[config.mk]
export PLATFORM = sky130hd
export DESIGN_NAME = shift_upset_monitor
export DESIGN_NICKNAME = d
export VERILOG_FILES = /design/src/rtl/shift_upset_monitor.sv
export SDC_FILE = /design/constraint.sdc
export NUM_CORES = 1
export LEC_CHECK = 0
export ABC_AREA = 1
export CAP_MARGIN = 20
export CORE_ASPECT_RATIO = 1.1
export CORE_UTILIZATION = 57
export CTS_BUF_LIST = sky130_fd_sc_hd__clkbuf_8
export CTS_CLUSTER_DIAMETER = 60
export DETAILED_ROUTE_END_ITERATION = 7
export HOLD_SLACK_MARGIN = 0.12
export PLACE_DENSITY = 0.88
export SKIP_LAST_GASP = 1
export SLEW_MARGIN = 20
export SYNTH_ARGS = -nofsm -noshare
export SYNTH_HDL_FRONTEND = slang
export SYNTH_SLANG_ARGS = --single-unit
export TNS_END_PERCENT = 5
[constraint.sdc]
create_clock -name clk -period 1.7 [get_ports clk]
set_input_delay 0.255 -clock clk [delete_from_list [all_inputs] [get_ports clk]]
set_output_delay 0.255 -clock clk [all_outputs]
set_load 0.02 [all_outputs]
[src/rtl/shift_upset_monitor.sv]
module shift_upset_monitor #(
  parameter int N_STAGES = 64,
  parameter int INV_UNIT = 4,
  parameter int CNT_W    = 16,
  parameter int IDX_W    = 24,
  localparam int STG_W   = (N_STAGES > 1) ? $clog2(N_STAGES) : 1
) (
  input  logic             clk,
  input  logic             rst_n,
  input  logic             start,
  input  logic             run,
  input  logic             harden,
  input  logic [1:0]       inv_sel,
  input  logic             inj_en,
  input  logic [STG_W-1:0] inj_stage,
  input  logic [1:0]       inj_copy,
  output logic [CNT_W-1:0] err_count,
  output logic             err_flag,
  output logic [IDX_W-1:0] first_err_idx,
  output logic             chain_q
);
  localparam int FILL_W  = $clog2(N_STAGES + 1);
  localparam int MAX_INV = 2 * INV_UNIT;
  localparam logic N_ODD    = (N_STAGES % 2) == 1;
  localparam logic LINK_ODD = ((N_STAGES - 1) % 2) == 1;
  localparam logic UNIT_ODD = (INV_UNIT % 2) == 1;
  localparam logic [CNT_W-1:0]  CNT_MAX = {CNT_W{1'b1}};
  localparam logic [IDX_W-1:0]  IDX_MAX = {IDX_W{1'b1}};
  localparam logic [FILL_W-1:0] FULL    = FILL_W'(N_STAGES);

  logic [N_STAGES-1:0] q;
  logic [N_STAGES-1:0] d;
  logic                pat;
  logic [FILL_W-1:0]   fill;
  logic [IDX_W-1:0]    chk_cnt;

  wire shift   = run && !start;
  wire chk     = shift && (fill == FULL);
  wire exp_bit = pat ^ N_ODD ^ (LINK_ODD && UNIT_ODD && inv_sel == 2'd1);
  wire miss    = chk && (q[N_STAGES-1] != exp_bit);

  assign d[0]    = pat;
  assign chain_q = q[N_STAGES-1];

  for (genvar i = 0; i < N_STAGES - 1; i++) begin : g_link
    logic [MAX_INV:0] tap;
    assign tap[0] = q[i];
    for (genvar j = 0; j < MAX_INV; j++) begin : g_inv
      assign tap[j+1] = ~tap[j];
    end
    assign d[i+1] = (inv_sel == 2'd0) ? tap[0] :
                    (inv_sel == 2'd1) ? tap[INV_UNIT] : tap[MAX_INV];
  end

  for (genvar i = 0; i < N_STAGES; i++) begin : g_stage
    logic c0, c1, c2;
    wire hit = inj_en && (inj_stage == STG_W'(i));
    wire nxt = shift ? d[i] : q[i];
    assign q[i] = harden ? ((c0 & c1) | (c0 & c2) | (c1 & c2)) : c0;
    always_ff @(posedge clk or negedge rst_n) begin
      if (!rst_n) begin
        c0 <= 1'b0;
        c1 <= 1'b0;
        c2 <= 1'b0;
      end else begin
        c0 <= nxt ^ (hit && inj_copy == 2'd0);
        c1 <= nxt ^ (hit && inj_copy == 2'd1);
        c2 <= nxt ^ (hit && inj_copy == 2'd2);
      end
    end
  end

  always_ff @(posedge clk or negedge rst_n) begin
    if (!rst_n) begin
      pat           <= 1'b0;
      fill          <= '0;
      chk_cnt       <= '0;
      err_count     <= '0;
      err_flag      <= 1'b0;
      first_err_idx <= '0;
    end else if (start) begin
      pat           <= 1'b0;
      fill          <= '0;
      chk_cnt       <= '0;
      err_count     <= '0;
      err_flag      <= 1'b0;
      first_err_idx <= '0;
    end else if (shift) begin
      pat <= ~pat;
      if (fill != FULL) fill <= fill + 1'b1;
      if (chk && chk_cnt != IDX_MAX) chk_cnt <= chk_cnt + 1'b1;
      if (miss) begin
        if (err_count != CNT_MAX) err_count <= err_count + 1'b1;
        err_flag <= 1'b1;
        if (!err_flag) first_err_idx <= chk_cnt;
      end
    end
  end
endmodule

==> results_dict.tcl <==
set metrics [dict create \
    status "finished, violations left" \
    violations "design-rule violations, negative setup slack" \
    yosys_register_bits 265 \
    ys_warn_count 0 \
    fin_crit_sh 1.13 \
    path_clk_slew_ns 0.06 \
    drt_wl_total_um 37500 \
    crit_required_ns 1.44 \
    yosysMostFrequentCell "nand2_1" \
    grt_util_all_layers 0.304 \
    yosysSeqAreaShare 0.468 \
    design_area_um2 17100 \
    drt.antenna.violating_nets 0 \
    worstSetupPathType "reg2out" \
    fill_cells 1705 \
    tightest_slew_ns 0.557 \
    die_area_um2 25500 \
    rows 60 \
    vias 12799 \
    drtIter0Drc 984 \
    synth_area_um2 14200 \
    htree_levels 2 \
    crit_path_top_delay_cell "clkdlybuf4s50_1" \
    crit_buf_inv 1 \
    die_w_um 152 \
    grt_max_degree 61 \
    worstReg2RegStart "fill[0]" \
    drive_gt1_frac 0.136 \
    period_needed_ns 1.92 \
    r2r_cells 11 \
    dp_hpwl_um 25500 \
    power.leakage_nw 6.77 \
    setup_tns_ns -4.43 \
    gr-total-overflow 0 \
    dieHeight_um 167 \
    p_per_area_nw_per_um2 832 \
    clock_sinks 265 \
    antenna_cells 0 \
    fin_worst_skew_ns 0.0460 \
    synthToLayoutAreaGrowth_pct 20.8 \
    crit_chain "clkdlybuf4s50_1" \
    yosys.area.top_type "dfrtp_1" \
    end_kind "primary output" \
    grt_pass1_wl_um 62400 \
    startpoint_type "register" \
    clockRootBuffer "clkbuf_8" \
    synthTopCellsByArea "dfrtp_1, nand3_1, nand2_1" \
    ir_drop_mv 0.822 \
    yosys-top-cells-count "nand2_1, nand3_1, dfrtp_1" \
    synth_edf_count 0 \
    io_buffers 55 \
    hold_viol 0 \
    numCtsBuffers 45 \
    clockBufferDepth 3 \
    cts_tree "done" \
    slew_headroom 0.629 \
    critPathTopFamily "buffers and inverters" \
    clk_latency_ns 0.60 \
    yosysUniqueCellTypes 35 \
    rrSetupSlack_ns 0 \
    setup_viol_count_final 38 \
    rsz0062_at_grt "yes" \
    antenna_found_initial 0 \
    start_util 0.579 \
    first_pass_iters 8 \
    hp-class "in2async" \
    syn_avg_cell_area_um2 8.41 \
    maxCapViolations 0 \
    fmax_ghz 0.521 \
    syn_inst 1685 \
    gp_congestion 0.929 \
    slowest_delay_ns 0.65 \
    postCtsSetupBuffers 0 \
    cp_max_fo 7 \
    cp.arrival_ns 1.67 \
    ys_async_sr_fraction 1.00 \
    fin_nets 1867 \
    finalPower_w 0.0142 \
    synth_top_area_share 0.468 \
    drc 13 \
    synth_ff_type "dfrtp_1" \
    timing.final.ws_setup_ns -0.220 \
    pin_count 58 \
    worstReg2RegEnd "chk_cnt[4]" \
    wl_per_cell_um 17.1 \
    maxSlewViolCount 0 \
    grt_pass1_vias 13203 \
    syn_nets 1705 \
    placed_area_um2 16200 \
    core_area_um2 24500 \
    vias_per_cell 5.85 \
]
## logic make-up after synthesis
family | after synthesis | share of synthesized area
AND/OR/NAND/NOR | 880 | 0.273
XOR/XNOR | 209 | 0.129
flip-flops | 265 | 0.468
AO/OA/AOI/OAI | 164 | 0.0754
adder cells (fa/ha/maj) | 4 | 0.00353
buffers and inverters | 163 | 0.0506
## worst max-delay path by stage
stage                             start                end  slack [ns]  depth (start not counted)
after detailed placement          start  first_err_idx[16]       -0.30                          9
after CTS                 err_count[12]      err_count[12]       -0.27                          1
after global placement            start  first_err_idx[23]       -0.26                          9
after global routing      err_count[10]      err_count[10]       -0.26                          1
final                      err_count[2]       err_count[2]       -0.22                          1
after floorplan            err_count[0]      err_count[12]        0.02                          9
## sequential cells by signal, summed over array words and instances (netlist names)
register and cells:
err_flag 1, chk_cnt 24, g_stage.c1 64, fill 7
first_err_idx 24, exp_bit 1, g_stage.c2 64, err_count 16
g_stage.c0 64
## per-layer routing
| metal | track usage | vias up | part of all wire |
|---|---|---|---|
| met1 | 0.353 | 6164 | 0.37 |
| met4 | 0.159 | 0 | 0.039 |
| met2 | 0.543 | 592 | 0.51 |
| li1 | - | 5905 | - |
| met3 | 0.0481 | 138 | 0.073 |
| met5 | 0 | - | 0 |
## cell type report
| class | instances | area (µm²) | area share |
|---|---|---|---|
| multi-input cells | 1257 | 6850 | 0.400 |
| well taps | 310 | 388 | 0.0227 |
| clock buffers | 51 | 702 | 0.0410 |
| repair buffers | 204 | 2030 | 0.119 |
| flip-flops and latches | 265 | 6630 | 0.388 |
| inverters | 74 | 278 | 0.0162 |
| clock inverters | 28 | 230 | 0.0135 |
## metrics by stage
step           worst slack (ns)  hold slack [ns]   util  std cells
4_1_cts                  -0.268            0.229  0.699       2189
3_5_place_dp             -0.301            0.251  0.660       2109
6_report                 -0.220            0.249  0.699       2189
3_3_place_gp             -0.262            0.243  0.660       2109
2_1_floorplan            0.0177          -0.0406      -       1685
5_1_grt                  -0.258            0.273  0.699       2189
## power by group
| group | switching [W] | internal [W] | total (W) |
|---|---|---|---|
| Sequential | 0.000112 | 0.00655 | 0.00666 |
| Combinational | 0.000998 | 0.000601 | 0.00160 |
| Clock | 0.00264 | 0.00335 | 0.00598 |
| Total | 0.00375 | 0.0105 | 0.0142 |
## what timing repair did
action,in CTS,in global routing
endpoints found under the setup margin,45,113
hold buffers,1,0
gates resized for setup,2,5
hold endpoints to repair,265,0
## cell usage in the layout, fill, tap and decap left out, types with 29 or more instances in the layout
| cell | n |
|---|---|
| nand2_1 | 354 |
| nand3_1 | 298 |
| dfrtp_1 | 263 |
| nor2_1 | 165 |
| xor2_1 | 149 |
| buf_4 | 120 |
| inv_1 | 85 |
| o21ai_0 | 68 |
| xnor2_1 | 60 |
| o211ai_1 | 53 |
| clkbuf_8 | 51 |
| clkdlybuf4s50_1 | 46 |
| nand4_1 | 29 |
No activity file was read; power rests on OpenSTA's default activity.
